[config.mk]
export PLATFORM = sky130hd
export DESIGN_NAME = prio_irq_ctrl
export DESIGN_NICKNAME = d
export VERILOG_FILES = /design/src/rtl/irq_ctrl_pkg.sv /design/src/rtl/irq_edge_detect.sv /design/src/rtl/irq_arbiter.sv /design/src/rtl/prio_irq_ctrl.sv
export SDC_FILE = /design/constraint.sdc
export NUM_CORES = 1
export LEC_CHECK = 0
export CAP_MARGIN = 20
export CORE_ASPECT_RATIO = 0.6
export CORE_MARGIN = 3
export CORE_UTILIZATION = 44
export DETAILED_ROUTE_END_ITERATION = 16
export DONT_BUFFER_PORTS = 1
export PLACE_DENSITY = 0.55
export REMOVE_ABC_BUFFERS = 1
export SKIP_LAST_GASP = 1
export SLEW_MARGIN = 20
export SYNTH_ARGS = -nofsm -noshare
export SYNTH_HDL_FRONTEND = slang
export SYNTH_HIERARCHICAL = 1
export SYNTH_SLANG_ARGS = --single-unit
[constraint.sdc]
create_clock -name clk -period 83.5 [get_ports clk]
set_clock_uncertainty 0.1 [all_clocks]
set_input_delay 4.175 -clock clk [delete_from_list [all_inputs] [get_ports clk]]
set_output_delay 4.175 -clock clk [all_outputs]
set_load 0.05 [all_outputs]
[src/rtl/irq_ctrl_pkg.sv]
package irq_ctrl_pkg;
   timeunit 1ns;
   timeprecision 1ps;

   typedef enum logic [1:0] {
      TRIG_LOW  = 2'b00,
      TRIG_HIGH = 2'b01,
      TRIG_FALL = 2'b10,
      TRIG_RISE = 2'b11
   } trig_e;

   localparam int unsigned REG_EN        = 0;
   localparam int unsigned REG_THR       = 1;
   localparam int unsigned REG_CLR       = 2;
   localparam int unsigned REG_STAT      = 3;
   localparam int unsigned REG_MODE0     = 4;
   localparam int unsigned REG_LVL0      = 8;
   localparam int unsigned CLR_ARM_BIT   = 8;
   localparam int unsigned STAT_LVL_LSB  = 8;
   localparam int unsigned STAT_IDLE_BIT = 16;
   localparam int unsigned MODES_PER_REG = 16;
endpackage

[src/rtl/irq_edge_detect.sv]
module irq_edge_detect
   import irq_ctrl_pkg::*;
#(
   parameter int unsigned N = 32
) (
   input  logic         clk,
   input  logic         rst_n,
   input  logic [N-1:0] irq_in,
   input  logic [1:0]   mode [N],
   input  logic [N-1:0] clr_req,
   input  logic [N-1:0] flush,
   output logic [N-1:0] pend,
   output logic [N-1:0] latch_o
);
   timeunit 1ns;
   timeprecision 1ps;

   logic [N-1:0] sync1_q, sync2_q, prev_q;

   always_ff @(posedge clk or negedge rst_n) begin
      if (!rst_n) begin
         sync1_q <= '0;
         sync2_q <= '0;
         prev_q  <= '0;
      end else begin
         sync1_q <= irq_in;
         sync2_q <= sync1_q;
         prev_q  <= sync2_q;
      end
   end

   for (genvar k = 0; k < N; k++) begin : g_line
      logic edge_hit;
      logic lat_q;

      always_comb begin
         case (trig_e'(mode[k]))
            TRIG_RISE: edge_hit = sync2_q[k] & ~prev_q[k];
            TRIG_FALL: edge_hit = ~sync2_q[k] & prev_q[k];
            default:   edge_hit = 1'b0;
         endcase
      end

      // mode change beats a new edge; a new edge beats a clear command
      always_ff @(posedge clk or negedge rst_n) begin
         if (!rst_n)             lat_q <= 1'b0;
         else if (flush[k])      lat_q <= 1'b0;
         else if (edge_hit)      lat_q <= 1'b1;
         else if (clr_req[k])    lat_q <= 1'b0;
      end

      assign latch_o[k] = lat_q;
      assign pend[k]    = mode[k][1] ? lat_q
                        : (mode[k][0] ? sync2_q[k] : ~sync2_q[k]);
   end
endmodule

[src/rtl/irq_arbiter.sv]
module irq_arbiter #(
   parameter int unsigned N     = 32,
   parameter int unsigned LVL_W = 3,
   parameter int unsigned IDX_W = $clog2(N)
) (
   input  logic [N-1:0]     pend,
   input  logic [LVL_W-1:0] lvl [N],
   input  logic [LVL_W-1:0] thr,
   output logic             found,
   output logic [IDX_W-1:0] win_idx,
   output logic [LVL_W-1:0] win_lvl
);
   timeunit 1ns;
   timeprecision 1ps;

   // scan from the top so that an equal level further down replaces the
   // current pick: the lowest index wins a tie
   always_comb begin
      found   = 1'b0;
      win_idx = '0;
      win_lvl = '0;
      for (int i = N - 1; i >= 0; i--) begin
         if (pend[i] && (lvl[i] > thr) && (!found || lvl[i] >= win_lvl)) begin
            found   = 1'b1;
            win_idx = IDX_W'(i);
            win_lvl = lvl[i];
         end
      end
   end
endmodule

[src/rtl/prio_irq_ctrl.sv]
module prio_irq_ctrl
   import irq_ctrl_pkg::*;
#(
   parameter int unsigned NUM_IN = 32,
   parameter int unsigned LVL_W  = 3,
   parameter int unsigned ADDR_W = 5,
   parameter int unsigned DATA_W = 32
) (
   input  logic              clk,
   input  logic              rst_n,
   input  logic [NUM_IN-1:0] irq_in,
   input  logic [ADDR_W-1:0] bus_addr,
   input  logic              bus_wr,
   input  logic [DATA_W-1:0] bus_wdata,
   output logic [DATA_W-1:0] bus_rdata,
   output logic              irq_out
);
   timeunit 1ns;
   timeprecision 1ps;

   localparam int unsigned IDX_W = $clog2(NUM_IN);

   if (NUM_IN != 16 && NUM_IN != 32) begin : g_bad_num
      $error("NUM_IN must be 16 or 32 for the packed register layout");
   end
   if (LVL_W < 1 || LVL_W > 8) begin : g_bad_lvl
      $error("LVL_W must fit an 8-bit slot");
   end
   if (DATA_W != 32 || ADDR_W < 4) begin : g_bad_bus
      $error("bus must be 32 bits wide with at least 16 word addresses");
   end

   logic              en_q;
   logic [LVL_W-1:0]  thr_q;
   logic [1:0]        mode_q [NUM_IN];
   logic [LVL_W-1:0]  lvl_q  [NUM_IN];
   logic [DATA_W-1:0] stat_q, stat_d;
   logic              irq_q;

   logic [NUM_IN-1:0] clr_req, flush, pend, edge_latch, is_edge;
   logic              found;
   logic [IDX_W-1:0]  win_idx;
   logic [LVL_W-1:0]  win_lvl;
   logic              unused_wdata;

   assign unused_wdata = ^bus_wdata;

   wire wr_en  = bus_wr && (bus_addr == ADDR_W'(REG_EN));
   wire wr_thr = bus_wr && (bus_addr == ADDR_W'(REG_THR));
   wire wr_clr = bus_wr && (bus_addr == ADDR_W'(REG_CLR)) && bus_wdata[CLR_ARM_BIT];

   for (genvar k = 0; k < NUM_IN; k++) begin : g_cfg
      localparam int unsigned MREG = REG_MODE0 + k / MODES_PER_REG;
      localparam int unsigned MOFS = (k % MODES_PER_REG) * 2;
      localparam int unsigned LREG = REG_LVL0 + (k % 16) / 2;
      localparam int unsigned LOFS = (k / 16) * 16 + (k % 2) * 8;

      logic [1:0]       m_q;
      logic [LVL_W-1:0] l_q;
      wire  mode_hit = bus_wr && (bus_addr == ADDR_W'(MREG));
      wire  lvl_hit  = bus_wr && (bus_addr == ADDR_W'(LREG));
      wire  [1:0] new_mode = bus_wdata[MOFS +: 2];

      always_ff @(posedge clk or negedge rst_n) begin
         if (!rst_n) begin
            m_q <= 2'b00;
            l_q <= '0;
         end else begin
            if (mode_hit) m_q <= new_mode;
            if (lvl_hit)  l_q <= bus_wdata[LOFS +: LVL_W];
         end
      end

      assign mode_q[k]  = m_q;
      assign lvl_q[k]   = l_q;
      assign is_edge[k] = m_q[1];
      assign flush[k]   = mode_hit && (new_mode != m_q);
      assign clr_req[k] = wr_clr && (bus_wdata[4:0] == 5'(k));
   end

   irq_edge_detect #(.N(NUM_IN)) u_edge (
      .clk     (clk),
      .rst_n   (rst_n),
      .irq_in  (irq_in),
      .mode    (mode_q),
      .clr_req (clr_req),
      .flush   (flush),
      .pend    (pend),
      .latch_o (edge_latch)
   );

   irq_arbiter #(.N(NUM_IN), .LVL_W(LVL_W), .IDX_W(IDX_W)) u_arb (
      .pend    (pend),
      .lvl     (lvl_q),
      .thr     (thr_q),
      .found   (found),
      .win_idx (win_idx),
      .win_lvl (win_lvl)
   );

   always_comb begin
      stat_d = '0;
      stat_d[STAT_IDLE_BIT] = !found;
      if (found) begin
         stat_d[IDX_W-1:0]               = win_idx;
         stat_d[STAT_LVL_LSB +: LVL_W]   = win_lvl;
      end
   end

   always_ff @(posedge clk or negedge rst_n) begin
      if (!rst_n) begin
         en_q   <= 1'b0;
         thr_q  <= '0;
         stat_q <= DATA_W'(1) << STAT_IDLE_BIT;
         irq_q  <= 1'b0;
      end else begin
         if (wr_en)  en_q  <= bus_wdata[0];
         if (wr_thr) thr_q <= bus_wdata[LVL_W-1:0];
         stat_q <= stat_d;
         irq_q  <= en_q && found;
      end
   end

   always_comb begin
      bus_rdata = '0;
      if (bus_addr == ADDR_W'(REG_EN))   bus_rdata[0]         = en_q;
      if (bus_addr == ADDR_W'(REG_THR))  bus_rdata[LVL_W-1:0] = thr_q;
      if (bus_addr == ADDR_W'(REG_STAT)) bus_rdata            = stat_q;
      for (int k = 0; k < NUM_IN; k++) begin
         if (bus_addr == ADDR_W'(REG_MODE0 + k / MODES_PER_REG))
            bus_rdata[(k % MODES_PER_REG) * 2 +: 2] = mode_q[k];
         if (bus_addr == ADDR_W'(REG_LVL0 + (k % 16) / 2))
            bus_rdata[(k / 16) * 16 + (k % 2) * 8 +: LVL_W] = lvl_q[k];
      end
   end

   assign irq_out = irq_q;
endmodule

==> flow_summary.html, run 1 <==
<table>
<tr><th>Metric</th><th>Value</th></tr>
<tr><th colspan="2">Outcome</th></tr>
<tr><td>Status</td><td>completed</td></tr>
<tr><th colspan="2">Detailed routing</th></tr>
<tr><td>Vias per Instance</td><td>approximately 6.4</td></tr>
<tr><td>Total Routed Length</td><td>roughly 80 mm</td></tr>
<tr><td>Total number of vias</td><td>around 18000</td></tr>
<tr><td>Number of iterations in the first detailed-routing pass</td><td>5</td></tr>
<tr><td>Number of nets with antenna violations after detailed routing</td><td>0</td></tr>
<tr><td>DRC violation count after routing</td><td>0</td></tr>
<tr><td>Iteration-0 DRC count of the detailed router</td><td>2112</td></tr>
<tr><td>Wire per inst</td><td>28.07 um</td></tr>
<tr><th colspan="2">Timing</th></tr>
<tr><td>Setup violations, final</td><td>0</td></tr>
<tr><td>Total negative slack</td><td>0 ns</td></tr>
<tr><td>Part of the cycle the worst path needs</td><td>60.19%</td></tr>
<tr><td>Fin. Hold Viols</td><td>0</td></tr>
<tr><td>Number of pins exceeding their max-slew limit in the final report</td><td>0</td></tr>
<tr><td>RSZ-0062 raised after global routing</td><td>no</td></tr>
<tr><td>Worst slew slack as a fraction of its limit</td><td>25.35%</td></tr>
<tr><td>Slew at the pin closest to its max-slew limit</td><td>1.118 ns</td></tr>
<tr><td>Time the worst path needs with I/O delays and setup</td><td>50.26 ns</td></tr>
<tr><td>Final-layout worst hold slack</td><td>0.2432 ns</td></tr>
<tr><td>Fmax</td><td>0.01990 GHz</td></tr>
<tr><th colspan="2">Final layout</th></tr>
<tr><td>Reg area</td><td>0.007559 mm2</td></tr>
<tr><td>Finished layout cell area</td><td>0.02304 mm2</td></tr>
<tr><td>Area of the multi-input gates</td><td>~0.013 mm2</td></tr>
<tr><td>Proportion of layout cells with a drive suffix above 1</td><td>13.38%</td></tr>
<tr><td>Filler Cells Inserted</td><td>4365</td></tr>
<tr><td>Net total in the final layout</td><td>2441</td></tr>
<tr><td>Layout-stage area growth over the synthesis result</td><td>7.685%</td></tr>
<tr><th colspan="2">Critical path</th></tr>
<tr><td>Nature of the critical path startpoint</td><td>flop</td></tr>
<tr><td>Arrival time of the worst setup path</td><td>between 50 and 60 ns</td></tr>
<tr><td>Crit Path Class</td><td>reg2reg</td></tr>
<tr><td>Worst stage delay on the critical path</td><td>0.84 ns</td></tr>
<tr><td>WP data required</td><td>83.89 ns</td></tr>
<tr><td>Kind of end point of the critical path</td><td>flop</td></tr>
<tr><td>R2r setup slk</td><td>~33 ns</td></tr>
<tr><td>Most used cell along the critical path</td><td>sky130_fd_sc_hd__ha_1</td></tr>
<tr><td>Cell with the biggest individual delay on the critical path</td><td>sky130_fd_sc_hd__o31ai_1</td></tr>
<tr><td>Peak fanout along the critical path</td><td>12</td></tr>
<tr><th colspan="2">Place</th></tr>
<tr><td>Post-detailed-placement half-perimeter wirelength</td><td>61.12 mm</td></tr>
<tr><td>Area post-placement</td><td>between 0.02 and 0.025 mm2</td></tr>
<tr><td>Count of input and output buffers</td><td>0</td></tr>
<tr><td>Placer's final routability congestion estimate</td><td>1.040</td></tr>
<tr><th colspan="2">Floorplanning</th></tr>
<tr><td>Total die area</td><td>0.05139 mm2</td></tr>
<tr><td>Core Box Area</td><td>0.04717 mm2</td></tr>
<tr><td>Top Ports</td><td>105</td></tr>
<tr><td>X dimension of the die</td><td>290.7 um</td></tr>
<tr><td>Number of cell rows</td><td>61</td></tr>
<tr><td>Die Y-Extent</td><td>176.8 um</td></tr>
<tr><td>Effective utilization at floorplan</td><td>a little under half</td></tr>
<tr><th colspan="2">Min path</th></tr>
<tr><td>Tightest Hold Check Type</td><td>reg2reg</td></tr>
<tr><th colspan="2">CTS</th></tr>
<tr><td>Clock tree buffer depth</td><td>3</td></tr>
<tr><td>Clock tree from TritonCTS</td><td>built</td></tr>
<tr><td>Number of buffers added to fix hold violations after cts</td><td>0</td></tr>
<tr><td>Clock sink count</td><td>302</td></tr>
<tr><td>Total CTS buffers</td><td>31</td></tr>
<tr><td>Post_cts resized</td><td>0</td></tr>
<tr><td>H-tree lvl count</td><td>1</td></tr>
<tr><td>Library cell used as clock root buffer</td><td>sky130_fd_sc_hd__clkbuf_16</td></tr>
<tr><td>Post-CTS clock slew at the launch and capture registers of the worst setup and hold paths</td><td>about 0.07 ns</td></tr>
<tr><td>Source-to-sink clock delay at the later pin of the worst-skew pair</td><td>0.59 ns</td></tr>
<tr><td>Post CTS Setup Buffer Count</td><td>0</td></tr>
<tr><th colspan="2">Synthesis</th></tr>
<tr><td>Yosys warns</td><td>6</td></tr>
<tr><td>Post-synthesis instance total</td><td>2218</td></tr>
<tr><td>Area of the mapped netlist</td><td>between 0.02 and 0.025 mm2</td></tr>
<tr><td>Post-Synthesis Mean Instance Area</td><td>9.645 um2</td></tr>
<tr><th colspan="2">Global route</th></tr>
<tr><td>Pin count of the biggest net entering global routing</td><td>about 300</td></tr>
<tr><td>Number of antenna violations at the first check in global routing</td><td>4</td></tr>
<tr><td>Overflow after GRT</td><td>0</td></tr>
<tr><td>Vias in the first global route</td><td>17280</td></tr>
<tr><td>All-layer global routing usage</td><td>30.66%</td></tr>
<tr><td>Global-route wire length before repair</td><td>roughly 120 mm</td></tr>
<tr><th colspan="2">Job</th></tr>
<tr><td>Max capacitance violation total</td><td>0</td></tr>
</table>
==> routing by layer <==
layer	global-route usage [%]	up-vias	routed length (um)
li1	-	8251	-
met1	48.81	9231	40220
met2	39.72	792	29800
met3	8.741	98	8151
met4	7.053	4	2025
met5	0.8443	-	72
==> cell type report <==
cell class	count	area share, %
flip-flops and latches	302	32.81
inverters	105	1.711
repair buffers	14	0.4454
well taps	630	3.422
clock inverters	11	0.4563
diodes	2	0.02173
multi-input cells	1749	57.17
clock buffers	46	3.960
==> worst paths after layout <==
kind | start | end | cells past startpoint
max | g_cfg[31].m_q[0]$_DFFE_PN0P_ | stat_q[10]$_DFF_PN0_ | 221
min | u_edge/sync1_q[1]$_DFF_PN0_ | u_edge/sync2_q[1]$_DFF_PN0_ | 0
max reg2reg | g_cfg[31].m_q[0]$_DFFE_PN0P_ | stat_q[10]$_DFF_PN0_ | 221
min reg2reg | u_edge/sync1_q[1]$_DFF_PN0_ | u_edge/sync2_q[1]$_DFF_PN0_ | 0
max in group asynchronous | rst_n | g_cfg[14].l_q[2]$_DFFE_PN0P_ | 0
min in group asynchronous | rst_n | u_edge/sync1_q[19]$_DFF_PN0_ | 0
==> per-stage QoR <==
step	utilization, %	cells	setup WS [ns]
after floorplan	-	2156	41.28
after global placement	46.65	2799	35.99
after detailed placement	46.67	2800	34.98
after CTS	48.83	2857	34.68
after global routing	48.83	2857	29.93
final	48.84	2859	33.24
==> worst max-delay path: cells and delay by family, from the launching register on <==
family	cells	cell delay (ns)
simple gates	74	11.61
buf+inv	8	0.82
mux	8	3.25
flops	1	0.46
xor+xnor	1	0.17
compound gates	97	25.08
fa+ha+maj	33	8.70
==> cell usage in the layout (no fill, tap or decap), types with 64 or more instances in the layout <==
cell type,count
sky130_fd_sc_hd__xnor2_1,64
sky130_fd_sc_hd__inv_1,103
sky130_fd_sc_hd__mux2_2,164
sky130_fd_sc_hd__dfrtp_1,301
sky130_fd_sc_hd__nand3_1,74
sky130_fd_sc_hd__o21ai_0,131
sky130_fd_sc_hd__nand2_1,161
sky130_fd_sc_hd__ha_1,166
sky130_fd_sc_hd__nor2_1,114
sky130_fd_sc_hd__a21oi_1,122
==> registers in the layout, indices dropped and copies added, names as in the netlist <==
register and cells:
u_edge/sync2_q 32, u_edge/g_line.lat_q 32, en_q 1, g_cfg.m_q 64, stat_q 9, irq_out 1
g_cfg.l_q 96, u_edge/sync1_q 32, thr_q 3, u_edge/prev_q 32
Power of run 1 is left out: the tool's default activity adds up to more than one toggle a clock period on the data nets, which glitch-free logic cannot reach.
==> run 2: changes to the inputs <==
==> constraint.sdc (replaced) <==
create_clock -name clk -period 50.2 [get_ports clk]
set_clock_uncertainty 0.1 [all_clocks]
set_input_delay 2.51 -clock clk [delete_from_list [all_inputs] [get_ports clk]]
set_output_delay 2.51 -clock clk [all_outputs]
set_load 0.05 [all_outputs]
==> run 2 against run 1 <==
  * Via count rose by 1.6%
  * Clock-buffer cell count fell by 6
  * Critical path type unchanged
  * Utilization rose by 0.47 points
  * Largest cell class unchanged
  * Highest routed layer unchanged
  * Register-to-register slack got worse by 30 ns
  * Sequential cell count did not move
  * Critical path depth fell by 2
  * Setup slack got worse by 30 ns
  * Cell count barely moved
  * Die area did not move
  * Worst hold slack improved by 0.00069 ns
  * Global-route usage rose by 0.47 points
  * Non-clock buffer count rose by 2
==> flow_summary.html, run 2 (same netlist as run 1, synthesis figures left out) <==
<table>
<tr><th>Metric</th><th>Value</th></tr>
<tr><th colspan="2">CTS</th></tr>
<tr><td>Source-to-sink clock delay at the later pin of the worst-skew pair</td><td>0.60 ns (about the same)</td></tr>
<tr><td>Number of buffers added to fix hold violations after cts</td><td>0 (unchanged)</td></tr>
<tr><td>Library cell used as clock root buffer</td><td>sky130_fd_sc_hd__clkbuf_16</td></tr>
<tr><td>Clock sink count</td><td>302 (unchanged)</td></tr>
<tr><td>Clock tree from TritonCTS</td><td>built</td></tr>
<tr><td>Post-CTS clock slew at the launch and capture registers of the worst setup and hold paths</td><td>0.07 ns (about the same)</td></tr>
<tr><td>H-tree lvl count</td><td>1 (unchanged)</td></tr>
<tr><td>Clock tree buffer depth</td><td>3 (unchanged)</td></tr>
<tr><td>Total CTS buffers</td><td>31 (unchanged)</td></tr>
<tr><th colspan="2">Critical path</th></tr>
<tr><td>R2r worst-path depth</td><td>219 (-0.90%)</td></tr>
<tr><td>Kind of end point of the critical path</td><td>flop</td></tr>
<tr><td>WP data required</td><td>50.60 ns (-33.29 ns)</td></tr>
<tr><td>Arrival time of the worst setup path</td><td>47.65 ns (-3.00 ns)</td></tr>
<tr><td>R2r setup slk</td><td>2.95 ns (-30.29 ns)</td></tr>
<tr><td>Cell with the biggest individual delay on the critical path</td><td>sky130_fd_sc_hd__a311oi_1</td></tr>
<tr><td>Most used cell along the critical path</td><td>sky130_fd_sc_hd__ha_1</td></tr>
<tr><td>Worst stage delay on the critical path</td><td>0.56 ns (-0.28 ns)</td></tr>
<tr><td>Startpoint of the worst register-to-register path</td><td>thr_q[2]$_DFFE_PN0P_</td></tr>
<tr><td>Nature of the critical path startpoint</td><td>flop</td></tr>
<tr><td>Crit Path Class</td><td>reg2reg</td></tr>
<tr><td>Peak fanout along the critical path</td><td>12 (unchanged)</td></tr>
<tr><td>Worst reg2reg endpoint</td><td>stat_q[10]$_DFF_PN0_</td></tr>
<tr><th colspan="2">Final layout</th></tr>
<tr><td>Net total in the final layout</td><td>2443 (+0.082%)</td></tr>
<tr><td>Proportion of layout cells with a drive suffix above 1</td><td>14.26% (+0.88 points)</td></tr>
<tr><td>Top flop regs</td><td>g_cfg.l_q: 96 flops, g_cfg.m_q: 64 flops</td></tr>
<tr><td>Area of the multi-input gates</td><td>0.01326 mm2 (+0.68%)</td></tr>
<tr><td>Register with the highest flop count</td><td>g_cfg.l_q</td></tr>
<tr><td>Reg area</td><td>0.007559 mm2 (unchanged)</td></tr>
<tr><td>Number of flip-flops in the largest register</td><td>96 (unchanged)</td></tr>
<tr><td>Most used cells in the layout excluding fill and tap cells</td><td>301 x sky130_fd_sc_hd__dfrtp_1, 166 x sky130_fd_sc_hd__ha_1, 164 x sky130_fd_sc_hd__mux2_2, 161 x sky130_fd_sc_hd__nand2_1, 126 x sky130_fd_sc_hd__o21ai_0</td></tr>
<tr><td>Most common cell after layout, fill and taps aside</td><td>sky130_fd_sc_hd__dfrtp_1</td></tr>
<tr><td>Filler Cells Inserted</td><td>4394 (+0.66%)</td></tr>
<tr><td>Layout-stage area growth over the synthesis result</td><td>8.715%</td></tr>
<tr><th colspan="2">Global route</th></tr>
<tr><td>Global-route wire length before repair</td><td>119.4 mm (+1.5%)</td></tr>
<tr><td>Overflow after GRT</td><td>0 (unchanged)</td></tr>
<tr><td>All-layer global routing usage</td><td>31.13% (+0.47 points)</td></tr>
<tr><td>Number of antenna violations at the first check in global routing</td><td>7 (+3)</td></tr>
<tr><td>Vias in the first global route</td><td>17530 (+1.4%)</td></tr>
<tr><td>Pin count of the biggest net entering global routing</td><td>303 (unchanged)</td></tr>
<tr><th colspan="2">Floorplanning</th></tr>
<tr><td>Top Ports</td><td>105 (unchanged)</td></tr>
<tr><td>Total die area</td><td>0.05139 mm2 (unchanged)</td></tr>
<tr><td>Number of cell rows</td><td>61 (unchanged)</td></tr>
<tr><td>Effective utilization at floorplan</td><td>45.35% (unchanged)</td></tr>
<tr><td>X dimension of the die</td><td>290.7 um (unchanged)</td></tr>
<tr><td>Die Y-Extent</td><td>176.8 um (unchanged)</td></tr>
<tr><td>Core Box Area</td><td>0.04717 mm2 (unchanged)</td></tr>
<tr><th colspan="2">Detailed routing</th></tr>
<tr><td>Wire per inst</td><td>28.43 um (+1.3%)</td></tr>
<tr><td>Number of iterations in the first detailed-routing pass</td><td>8 (+3)</td></tr>
<tr><td>Total Routed Length</td><td>81.33 mm (+1.3%)</td></tr>
<tr><td>Sum of routed wire segments on met1</td><td>40.04 mm (-0.43%)</td></tr>
<tr><td>Met2 Routed Length</td><td>29.76 mm (-0.13%)</td></tr>
<tr><td>Iteration-0 DRC count of the detailed router</td><td>2171 (+2.8%)</td></tr>
<tr><td>DRC violation count after routing</td><td>0 (unchanged)</td></tr>
<tr><td>Metal3 WL</td><td>8.738 mm (+7.2%)</td></tr>
<tr><td>Vias per Instance</td><td>6.526 (+1.5%)</td></tr>
<tr><td>Top routing layer in use</td><td>met5</td></tr>
<tr><td>Total number of vias</td><td>18670 (+1.6%)</td></tr>
<tr><td>Number of nets with antenna violations after detailed routing</td><td>0 (unchanged)</td></tr>
<tr><th colspan="2">Timing</th></tr>
<tr><td>Slew at the pin closest to its max-slew limit</td><td>1.185 ns (+0.06669 ns)</td></tr>
<tr><td>Setup violations, final</td><td>0 (unchanged)</td></tr>
<tr><td>Fin. Hold Viols</td><td>0 (unchanged)</td></tr>
<tr><td>Fmax</td><td>0.02116 GHz (+6.4%)</td></tr>
<tr><td>Number of pins exceeding their max-slew limit in the final report</td><td>0 (unchanged)</td></tr>
<tr><td>Time the worst path needs with I/O delays and setup</td><td>47.25 ns (-3.007 ns)</td></tr>
<tr><td>Worst slew slack as a fraction of its limit</td><td>21.22% (-4.1 points)</td></tr>
<tr><td>Part of the cycle the worst path needs</td><td>94.12% (+34 points)</td></tr>
<tr><td>RSZ-0062 raised after global routing</td><td>no</td></tr>
<tr><td>Total negative slack</td><td>0 ns (unchanged)</td></tr>
<tr><th colspan="2">Place</th></tr>
<tr><td>Count of input and output buffers</td><td>0 (unchanged)</td></tr>
<tr><td>Placer's final routability congestion estimate</td><td>1.022 (-1.7%)</td></tr>
<tr><td>Post-detailed-placement half-perimeter wirelength</td><td>61.59 mm (+0.77%)</td></tr>
<tr><th colspan="2">Outcome</th></tr>
<tr><td>Status</td><td>completed</td></tr>
<tr><th colspan="2">Min path</th></tr>
<tr><td>Hold Path End</td><td>u_edge/sync2_q[10]$_DFF_PN0_</td></tr>
<tr><td>Worst hold path stage count</td><td>0 (unchanged)</td></tr>
<tr><td>Worst Hold Launch</td><td>u_edge/sync1_q[10]$_DFF_PN0_</td></tr>
<tr><td>Tightest Hold Check Type</td><td>reg2reg</td></tr>
<tr><th colspan="2">Job</th></tr>
<tr><td>Max capacitance violation total</td><td>0 (unchanged)</td></tr>
</table>
-- run 2: cell count changes in the layout (fill, tap and decap cells not counted), moves of 3 or more --
cell / change
sky130_fd_sc_hd__bufinv_16: +5
sky130_fd_sc_hd__o21ai_0: -5
sky130_fd_sc_hd__o21ai_1: +5
sky130_fd_sc_hd__clkbuf_1: -4
sky130_fd_sc_hd__buf_4: +3
-- run 2: what timing repair did --
item	CTS	global route
buffers inserted	0	2
endpoints found under the setup margin	0	8
resized for setup	0	19
-- run 2: worst max-delay path: cells and delay by family, from the launching register on --
family / cells / cell delay, ns
AOI/OAI and AO/OA: 97 / 22.18
and+or+nand+nor: 71 / 11.09
adders and majority gates: 34 / 9.14
muxes: 8 / 3.08
buffers and inverters: 9 / 0.95
DFF: 1 / 0.53
-- run 2: cell type report --
type,count,share of cell area [%]
well taps,630,3.389
clock inverters,18,1.130
flip-flops and latches,302,32.50
clock buffers,40,3.739
multi-input cells,1749,57.02
diodes,1,0.01076
repair buffers,16,0.5165
inverters,105,1.695
-- run 2: worst max-delay path by stage --
stage                                 startpoint  depth (start not counted)  slack (ns)                   end
finish                      thr_q[2]$_DFFE_PN0P_                        219        2.95  stat_q[10]$_DFF_PN0_
global route                thr_q[2]$_DFFE_PN0P_                        223        0.04  stat_q[10]$_DFF_PN0_
CTS                 g_cfg[31].m_q[0]$_DFFE_PN0P_                        220        1.36  stat_q[10]$_DFF_PN0_
detailed placement  g_cfg[31].m_q[0]$_DFFE_PN0P_                        220        1.63  stat_q[10]$_DFF_PN0_
global placement    g_cfg[31].m_q[0]$_DFFE_PN0P_                        220        2.49  stat_q[10]$_DFF_PN0_
floorplan                   thr_q[1]$_DFFE_PN0P_                        219        7.98  stat_q[10]$_DFF_PN0_
-- run 2: layer usage --
metal	vias up	global-route usage, %
met3	122	8.440
met1	9350	49.39
li1	8268	-
met4	6	8.994
met2	925	39.93
met5	-	1.595
-- run 2: metrics by stage --
| step | util, % | cell area (um2) | std cells | hold slack [ns] | setup WS (ns) |
|---|---|---|---|---|---|
| 3_3_place_gp | 46.67 | 22010 | 2800 | 0.2328 | 2.487 |
| 3_5_place_dp | 46.68 | 22020 | 2800 | 0.2347 | 1.632 |
| 5_1_grt | 49.30 | 23250 | 2860 | 0.2617 | 0.03612 |
| 4_1_cts | 49.08 | 23150 | 2858 | 0.2505 | 1.360 |
| 6_report | 49.31 | 23260 | 2861 | 0.2439 | 2.949 |
| 2_1_floorplan | - | 21080 | 2156 | 0.2312 | 7.976 |
Power of run 2 is left out for the same reason.
